--- src/rtl/evt_cnt_pkg.sv ---
package evt_cnt_pkg;
  localparam int unsigned ADDR_W = 12;
  localparam int unsigned DATA_W = 64;
  localparam logic [ADDR_W-1:0] OFF_CNT_BASE  = 12'hE00;
  localparam logic [ADDR_W-1:0] OFF_TYPE_BASE = 12'hE74;
  localparam logic [ADDR_W-1:0] OFF_CTRL      = 12'hEA0;
  localparam logic [ADDR_W-1:0] OFF_EN        = 12'hE70;
  localparam logic [ADDR_W-1:0] OFF_MASK      = 12'h528;
  localparam logic [ADDR_W-1:0] OFF_STAT      = 12'h52C;
  localparam logic [ADDR_W-1:0] OFF_CLR       = 12'h530;
  localparam int unsigned CNT_STRIDE  = 8;
  localparam int unsigned TYPE_STRIDE = 4;
endpackage

--- src/rtl/evt_sel.sv ---
module evt_sel #(
  parameter int unsigned NUM_EVT = 144,
  parameter int unsigned CODE_W  = 8
) (
  input  logic [NUM_EVT-1:0] evt_i,
  input  logic [CODE_W-1:0]  code_i,
  output logic               hit_o
);
  localparam logic [CODE_W-1:0] CODE_LIM = CODE_W'(NUM_EVT);

  always_comb begin
    if (code_i == '0)            hit_o = 1'b1;  // cycle count
    else if (code_i < CODE_LIM)  hit_o = evt_i[code_i];
    else                         hit_o = 1'b0;
  end
endmodule

--- src/rtl/evt_counter.sv ---
module evt_counter #(
  parameter int unsigned CNT_W = 48
) (
  input  logic             clk_i,
  input  logic             rst_ni,
  input  logic             inc_i,
  input  logic             ld_i,
  input  logic [CNT_W-1:0] ld_val_i,
  output logic [CNT_W-1:0] cnt_o,
  output logic             ovf_o
);
  logic [CNT_W-1:0] cnt_q;

  assign ovf_o = inc_i & ~ld_i & (&cnt_q);
  assign cnt_o = cnt_q;

  always_ff @(posedge clk_i or negedge rst_ni) begin
    if (!rst_ni)    cnt_q <= '0;
    else if (ld_i)  cnt_q <= ld_val_i;
    else if (inc_i) cnt_q <= cnt_q + 1'b1;
  end
endmodule

--- src/rtl/evt_irq.sv ---
module evt_irq #(
  parameter int unsigned NUM_CNT = 8
) (
  input  logic               clk_i,
  input  logic               rst_ni,
  input  logic [NUM_CNT-1:0] ovf_i,
  input  logic               clr_we_i,
  input  logic [NUM_CNT-1:0] clr_i,
  input  logic [NUM_CNT-1:0] mask_i,
  output logic [NUM_CNT-1:0] status_o,
  output logic               irq_o
);
  logic [NUM_CNT-1:0] status_q, clr_m;

  assign clr_m = clr_we_i ? clr_i : '0;

  always_ff @(posedge clk_i or negedge rst_ni) begin
    if (!rst_ni) status_q <= '0;
    else         status_q <= (status_q & ~clr_m) | ovf_i;  // set beats clear
  end

  assign status_o = status_q;
  assign irq_o    = |(status_q & ~mask_i);
endmodule

--- src/rtl/evt_cnt_unit.sv ---
module evt_cnt_unit
  import evt_cnt_pkg::*;
#(
  parameter int unsigned NUM_CNT = 8,
  parameter int unsigned CNT_W   = 48,
  parameter int unsigned NUM_EVT = 144,
  parameter int unsigned CODE_W  = 8
) (
  input  logic               clk_i,
  input  logic               rst_ni,
  input  logic               reg_we_i,
  input  logic [ADDR_W-1:0]  reg_addr_i,
  input  logic [DATA_W-1:0]  reg_wdata_i,
  output logic [DATA_W-1:0]  reg_rdata_o,
  input  logic [NUM_EVT-1:0] evt_i,
  output logic               irq_o
);
  logic                            ctrl_en_q;
  logic [NUM_CNT-1:0]              en_q, mask_q;
  logic [NUM_CNT-1:0][CODE_W-1:0]  type_q;
  logic [NUM_CNT-1:0][CNT_W-1:0]   cnt_w;
  logic [NUM_CNT-1:0]              ovf_w, hit_w, inc_w, ld_w, type_we;
  logic [NUM_CNT-1:0]              status_w;
  logic                            ctrl_we, en_we, mask_we, clr_we;
  logic                            unused_wdata;

  assign unused_wdata = ^reg_wdata_i[DATA_W-1:CNT_W];

  assign ctrl_we = reg_we_i && (reg_addr_i == OFF_CTRL);
  assign en_we   = reg_we_i && (reg_addr_i == OFF_EN);
  assign mask_we = reg_we_i && (reg_addr_i == OFF_MASK);
  assign clr_we  = reg_we_i && (reg_addr_i == OFF_CLR);

  always_ff @(posedge clk_i or negedge rst_ni) begin
    if (!rst_ni) begin
      ctrl_en_q <= 1'b0;
      en_q      <= '0;
      mask_q    <= '1;
    end else begin
      if (ctrl_we) ctrl_en_q <= reg_wdata_i[0];
      if (en_we)   en_q      <= reg_wdata_i[NUM_CNT-1:0];
      if (mask_we) mask_q    <= reg_wdata_i[NUM_CNT-1:0];
    end
  end

  for (genvar i = 0; i < NUM_CNT; i++) begin : g_cnt
    localparam logic [ADDR_W-1:0] A_CNT  = OFF_CNT_BASE  + ADDR_W'(CNT_STRIDE * i);
    localparam logic [ADDR_W-1:0] A_TYPE = OFF_TYPE_BASE + ADDR_W'(TYPE_STRIDE * i);

    assign ld_w[i]    = reg_we_i && (reg_addr_i == A_CNT);
    assign type_we[i] = reg_we_i && (reg_addr_i == A_TYPE);

    always_ff @(posedge clk_i or negedge rst_ni) begin
      if (!rst_ni)         type_q[i] <= '0;
      else if (type_we[i]) type_q[i] <= reg_wdata_i[CODE_W-1:0];
    end

    evt_sel #(.NUM_EVT(NUM_EVT), .CODE_W(CODE_W)) i_sel (
      .evt_i  (evt_i),
      .code_i (type_q[i]),
      .hit_o  (hit_w[i])
    );

    assign inc_w[i] = ctrl_en_q & en_q[i] & hit_w[i];

    evt_counter #(.CNT_W(CNT_W)) i_counter (
      .clk_i    (clk_i),
      .rst_ni   (rst_ni),
      .inc_i    (inc_w[i]),
      .ld_i     (ld_w[i]),
      .ld_val_i (reg_wdata_i[CNT_W-1:0]),
      .cnt_o    (cnt_w[i]),
      .ovf_o    (ovf_w[i])
    );
  end

  evt_irq #(.NUM_CNT(NUM_CNT)) i_irq (
    .clk_i    (clk_i),
    .rst_ni   (rst_ni),
    .ovf_i    (ovf_w),
    .clr_we_i (clr_we),
    .clr_i    (reg_wdata_i[NUM_CNT-1:0]),
    .mask_i   (mask_q),
    .status_o (status_w),
    .irq_o    (irq_o)
  );

  always_comb begin
    reg_rdata_o = '0;
    for (int i = 0; i < NUM_CNT; i++) begin
      if (reg_addr_i == OFF_CNT_BASE + ADDR_W'(CNT_STRIDE * i))
        reg_rdata_o = DATA_W'(cnt_w[i]);
      if (reg_addr_i == OFF_TYPE_BASE + ADDR_W'(TYPE_STRIDE * i))
        reg_rdata_o = DATA_W'(type_q[i]);
    end
    case (reg_addr_i)
      OFF_CTRL: reg_rdata_o = DATA_W'(ctrl_en_q);
      OFF_EN:   reg_rdata_o = DATA_W'(en_q);
      OFF_MASK: reg_rdata_o = DATA_W'(mask_q);
      OFF_STAT: reg_rdata_o = DATA_W'(status_w);
      default:  ;
    endcase
  end
endmodule

--- config.mk ---
export PLATFORM = sky130hd
export DESIGN_NAME = evt_cnt_unit
export DESIGN_NICKNAME = d
export VERILOG_FILES = /design/src/rtl/evt_cnt_pkg.sv /design/src/rtl/evt_sel.sv /design/src/rtl/evt_counter.sv /design/src/rtl/evt_irq.sv /design/src/rtl/evt_cnt_unit.sv
export SDC_FILE = /design/constraint.sdc
export NUM_CORES = 2
export LEC_CHECK = 0
export CORE_ASPECT_RATIO = 0.75
export CORE_MARGIN = 4
export CORE_UTILIZATION = 50
export DETAILED_ROUTE_END_ITERATION = 10
export PLACE_DENSITY_LB_ADDON = 0.08
export SYNTH_ARGS = -nofsm -noshare
export SYNTH_HDL_FRONTEND = slang
export SYNTH_SLANG_ARGS = --single-unit
--- constraint.sdc ---
create_clock -name clk_i -period 7.1 [get_ports clk_i]
set_input_delay 0.71 -clock clk_i [delete_from_list [all_inputs] [get_ports clk_i]]
set_output_delay 0.71 -clock clk_i [all_outputs]
set_load 0.02 [all_outputs]
==> impl_results.html <==
<table>
<tr><th>Metric</th><th>Value</th></tr>
<tr><th colspan="2">Synth</th></tr>
<tr><td>Flip-flop and latch count after synthesis</td><td>473</td></tr>
<tr><td>Prevailing post-synth register cell</td><td>dfrtp_1</td></tr>
<tr><td>Syn Area/Cell</td><td>9.16 µm²</td></tr>
<tr><td>Synthesis warning total</td><td>0</td></tr>
<tr><td>Library cell with the largest summed area after synthesis</td><td>dfrtp_1</td></tr>
<tr><td>Proportion of register bits with asynchronous set or reset after synthesis</td><td>1.00</td></tr>
<tr><td>Post-Synthesis Cells</td><td>4,446</td></tr>
<tr><td>Top cells by area, synth</td><td>dfrtp_1, mux4_2, mux2_2</td></tr>
<tr><td>Number of flops mapped to enable cells by yosys</td><td>0</td></tr>
<tr><td>Area share of the largest cell type after synthesis</td><td>0.286</td></tr>
<tr><td>Seq/Total Area, Yosys</td><td>0.291</td></tr>
<tr><td>Number of distinct library cells after synthesis</td><td>107</td></tr>
<tr><td>Combined area of all synthesized cells</td><td>40,700 µm²</td></tr>
<tr><th colspan="2">Timing</th></tr>
<tr><td>Number of failing setup endpoints in the final timing report</td><td>0</td></tr>
<tr><td>Maximum clock frequency</td><td>168 MHz</td></tr>
<tr><td>Unrepaired setup endpoints after global routing</td><td>no</td></tr>
<tr><td>Fin crit share</td><td>0.836</td></tr>
<tr><td>Setup TNS after final layout</td><td>0 ps</td></tr>
<tr><td>Transition time at the pin with the least slew margin</td><td>1380 ps</td></tr>
<tr><td>Max-slew violations</td><td>0</td></tr>
<tr><td>Remaining max-slew budget at the tightest pin</td><td>0.0704</td></tr>
<tr><td>Largest clock skew in the final design</td><td>31.6 ps</td></tr>
<tr><td>Post-route worst hold slack</td><td>95.1 ps</td></tr>
<tr><td>Final hold violation count</td><td>0</td></tr>
<tr><td>Tmin final</td><td>5940 ps</td></tr>
<tr><th colspan="2">Pwr</th></tr>
<tr><td>Pwr/cell area</td><td>144 nW/µm²</td></tr>
<tr><td>Maximum VDD drop</td><td>0.174 mV</td></tr>
<tr><td>Leak Pwr</td><td>15.8 nW</td></tr>
<tr><th colspan="2">Critical path</th></tr>
<tr><td>CP Data Required Time</td><td>6390 ps</td></tr>
<tr><td>Category of the worst setup path launch point</td><td>primary input</td></tr>
<tr><td>Startpoint of the lowest-slack register-to-register path</td><td>type_q[17]$_DFFE_PN0P_</td></tr>
<tr><td>Critical path endpoint category</td><td>output port</td></tr>
<tr><td>Critical path origin</td><td>reg_addr_i[3]</td></tr>
<tr><td>Kind of critical path</td><td>in -&gt; out</td></tr>
<tr><td>Data arrival time of the critical path</td><td>5230 ps</td></tr>
<tr><td>Maximum fanout encountered on the critical timing path</td><td>43</td></tr>
<tr><th colspan="2">Clock network</th></tr>
<tr><td>Quantity of hold-fixing buffers added after cts</td><td>0</td></tr>
<tr><td>Clock-pin slew of the registers on the worst-case setup and hold paths</td><td>60 ps</td></tr>
<tr><td>Clock latency on the worst-skew pair</td><td>640 ps</td></tr>
<tr><td>Sinks on the clock net</td><td>473</td></tr>
<tr><td>CTS Buffer Depth</td><td>3</td></tr>
<tr><td>Number of H-tree branching levels</td><td>2</td></tr>
<tr><td>Clock tree root buffer cell</td><td>clkbuf_16</td></tr>
<tr><td>Clock buffer count from CTS</td><td>51</td></tr>
<tr><td>Post-CTS repair timing setup buffer count</td><td>0</td></tr>
<tr><td>CTS-repair resized insts</td><td>0</td></tr>
<tr><td>CTS tree</td><td>built</td></tr>
<tr><th colspan="2">Place</th></tr>
<tr><td>Half-perimeter wire length after placement</td><td>138,000 µm</td></tr>
<tr><td>Global placement routability congestion</td><td>1.10</td></tr>
<tr><td>PortBufs</td><td>255</td></tr>
<tr><th colspan="2">Floorplanning</th></tr>
<tr><td>Row cnt</td><td>90</td></tr>
<tr><td>Initial Utilization</td><td>0.505</td></tr>
<tr><td>Number of primary I/O pins</td><td>288</td></tr>
<tr><td>Die Y</td><td>255 µm</td></tr>
<tr><td>Area of the die</td><td>86,100 µm²</td></tr>
<tr><td>Width of the die</td><td>338 µm</td></tr>
<tr><td>Floorplan Core Area</td><td>80,600 µm²</td></tr>
<tr><th colspan="2">Finish</th></tr>
<tr><td>Number of fill cells</td><td>7,289</td></tr>
<tr><td>Area delta synth-&gt;final</td><td>10.9%</td></tr>
<tr><td>Fraction of layout cells with a size suffix above 1</td><td>0.147</td></tr>
<tr><td>Final #Nets</td><td>4,674</td></tr>
<tr><th colspan="2">Detailed routing</th></tr>
<tr><td>Vias</td><td>41,446</td></tr>
<tr><td>Mean number of vias per cell</td><td>7.47</td></tr>
<tr><td>Total iterations of the first detailed-routing run</td><td>7</td></tr>
<tr><td>Detailed-route wire length per cell</td><td>33.4 µm</td></tr>
<tr><td>Number of violations reported at the end of detailed-routing iteration 0</td><td>7,271</td></tr>
<tr><td>DRC violations left</td><td>0</td></tr>
<tr><td>Final antenna-violating net count</td><td>1</td></tr>
<tr><td>Total wire length after detailed routing</td><td>186,000 µm</td></tr>
<tr><th colspan="2">Global route</th></tr>
<tr><td>GRT overflow</td><td>0</td></tr>
<tr><td>Tot GR Track Use</td><td>0.421</td></tr>
<tr><td>Number of antenna violations at the first check in global routing</td><td>14</td></tr>
<tr><td>Wire length of the first global-routing pass</td><td>265,000 µm</td></tr>
<tr><td>Pin count of the biggest net entering global routing</td><td>131</td></tr>
<tr><td>Number of global-route vias before repair</td><td>36,600</td></tr>
<tr><th colspan="2">Worst hold path</th></tr>
<tr><td>Class of the tightest hold or removal check</td><td>in -&gt; async</td></tr>
<tr><th colspan="2">Run status</th></tr>
<tr><td>Run status</td><td>complete, but fails checks</td></tr>
<tr><td>Violations in the final reports</td><td>antenna violations</td></tr>
<tr><th colspan="2">Run</th></tr>
<tr><td>Number of maximum-capacitance violations</td><td>0</td></tr>
</table>
==> power breakdown <==
group,total (W),internal [W],switching [W]
logic,0.000771,0.000301,0.000469
clock network,0.00289,0.00166,0.00123
registers,0.00283,0.00275,0.0000876
total,0.00649,0.00471,0.00179
==> metrics by stage <==
stage	cells	utilization	area, µm²	power, W	setup WS (ps)
6_report	5548	0.560	45200	0.00649	1160
5_1_grt	5543	0.560	45200	0.00664	1130
4_1_cts	5538	0.560	45100	0.00646	1360
3_5_place_dp	5448	0.538	43400	0.00361	1380
3_3_place_gp	5448	0.538	43400	0.00360	1410
2_1_floorplan	4461	-	40800	0.00316	3200
==> metal layers <==
metal,GRT usage,up-vias,wire length [µm]
met3,0.223,349,33200
met2,0.519,3076,67900
met5,0.0502,-,708
li1,-,17364,-
met4,0.0759,26,4540
met1,0.638,20631,79100
==> logic make-up (layout without fill, tap and decap cells) <==
kind of cell / count (synthesis) / count (layout) / share of synthesized area
other: 1 / 26 / 0.0000921
DFF: 473 / 473 / 0.291
and+or+nand+nor: 1717 / 1717 / 0.219
muxes: 524 / 524 / 0.212
AOI/OAI and AO/OA: 1096 / 1096 / 0.190
adders and majority gates: 8 / 8 / 0.00246
xor gates and xnor gates: 112 / 112 / 0.0241
buffers and inverters: 515 / 534 / 0.0605
==> final timing paths <==
path                       slack (ps)  depth (start not counted)                                        to
setup / recovery                 1160                         11                            reg_rdata_o[5]
hold / removal                    100                          1                    type_q[57]$_DFFE_PN0P_
setup reg to reg                 1840                         10  g_cnt[2].i_counter.cnt_o[37]$_DFFE_PN0P_
hold reg to reg                   510                          2               i_irq.status_o[5]$_DFF_PN0_
max in group asynchronous        5590                          2  g_cnt[5].i_counter.cnt_o[39]$_DFFE_PN0P_
min in group clk_i                510                          2               i_irq.status_o[5]$_DFF_PN0_
==> cells in the mapped netlist (all sizes together) (15+ instances only) <==
| library cell | n |
|---|---|
| a221oi | 69 |
| a211oi | 23 |
| mux4 | 254 |
| o221ai | 25 |
| and2 | 44 |
| o21ai | 206 |
| nor2 | 351 |
| and4 | 28 |
| a31oi | 216 |
| a311oi | 19 |
| xor2 | 17 |
| mux2i | 128 |
| dfrtp | 465 |
| nor3 | 75 |
| a21oi | 82 |
| or4 | 115 |
| nor2b | 21 |
| nor4 | 59 |
| buf | 191 |
| nor4b | 15 |
| xnor2 | 95 |
| o211ai | 47 |
| nand2b | 19 |
| nand3b | 22 |
| nand3 | 244 |
| and3 | 71 |
| nand2 | 417 |
| nand4 | 84 |
| a22oi | 112 |
| or3 | 94 |
| inv | 93 |
| o22ai | 17 |
| clkbuf | 229 |
| o31ai | 97 |
| a22o | 49 |
| mux2 | 142 |
| a2111oi | 19 |
==> cells in the final DEF, fill, tap and decap left out, types with 70 or more instances in the layout <==
cell,count
a31oi_1,216
clkdlybuf4s50_1,254
inv_1,93
mux4_2,241
mux2_2,140
buf_4,92
xnor2_1,95
or4_1,115
or3_1,94
o31ai_1,97
nand3_1,242
nor2_1,347
and3_1,70
mux2i_1,128
nand4_1,82
a22oi_1,112
dfrtp_1,456
nand2_1,411
o21ai_0,191
nor3_1,71
a21oi_1,81
==> state kept, by name (all words and copies together), names as in the netlist <==
signal                 cells
en_q                       8
g_cnt.i_counter.cnt_o    384
ctrl_en_q                  1
i_irq.status_o             8
type_q                    64
mask_q                     8
==> critical path: stages <==
cell             delay (ps)
clkdlybuf4s50_1         590
or4_1                   810
nor4_2                  770
buf_4                   560
a22oi_1                 200
nand3_1                 220
a221o_1                 220
mux2i_1                 120
a31o_2                  290
nand3_1                 110
clkdlybuf4s50_1         620
==> layout make-up <==
class | instances | area [µm²] | area share
antenna | 10 | 25.0 | 0.000554
clock buffer | 76 | 1520 | 0.0337
clock inverter | 14 | 211 | 0.00468
inverter | 95 | 357 | 0.00789
multi-input combinational | 3473 | 26600 | 0.589
sequential | 473 | 11900 | 0.262
tap | 1058 | 1320 | 0.0293
timing repair buffer | 349 | 3290 | 0.0728
Note: power is estimated with default switching activity, not from simulation.
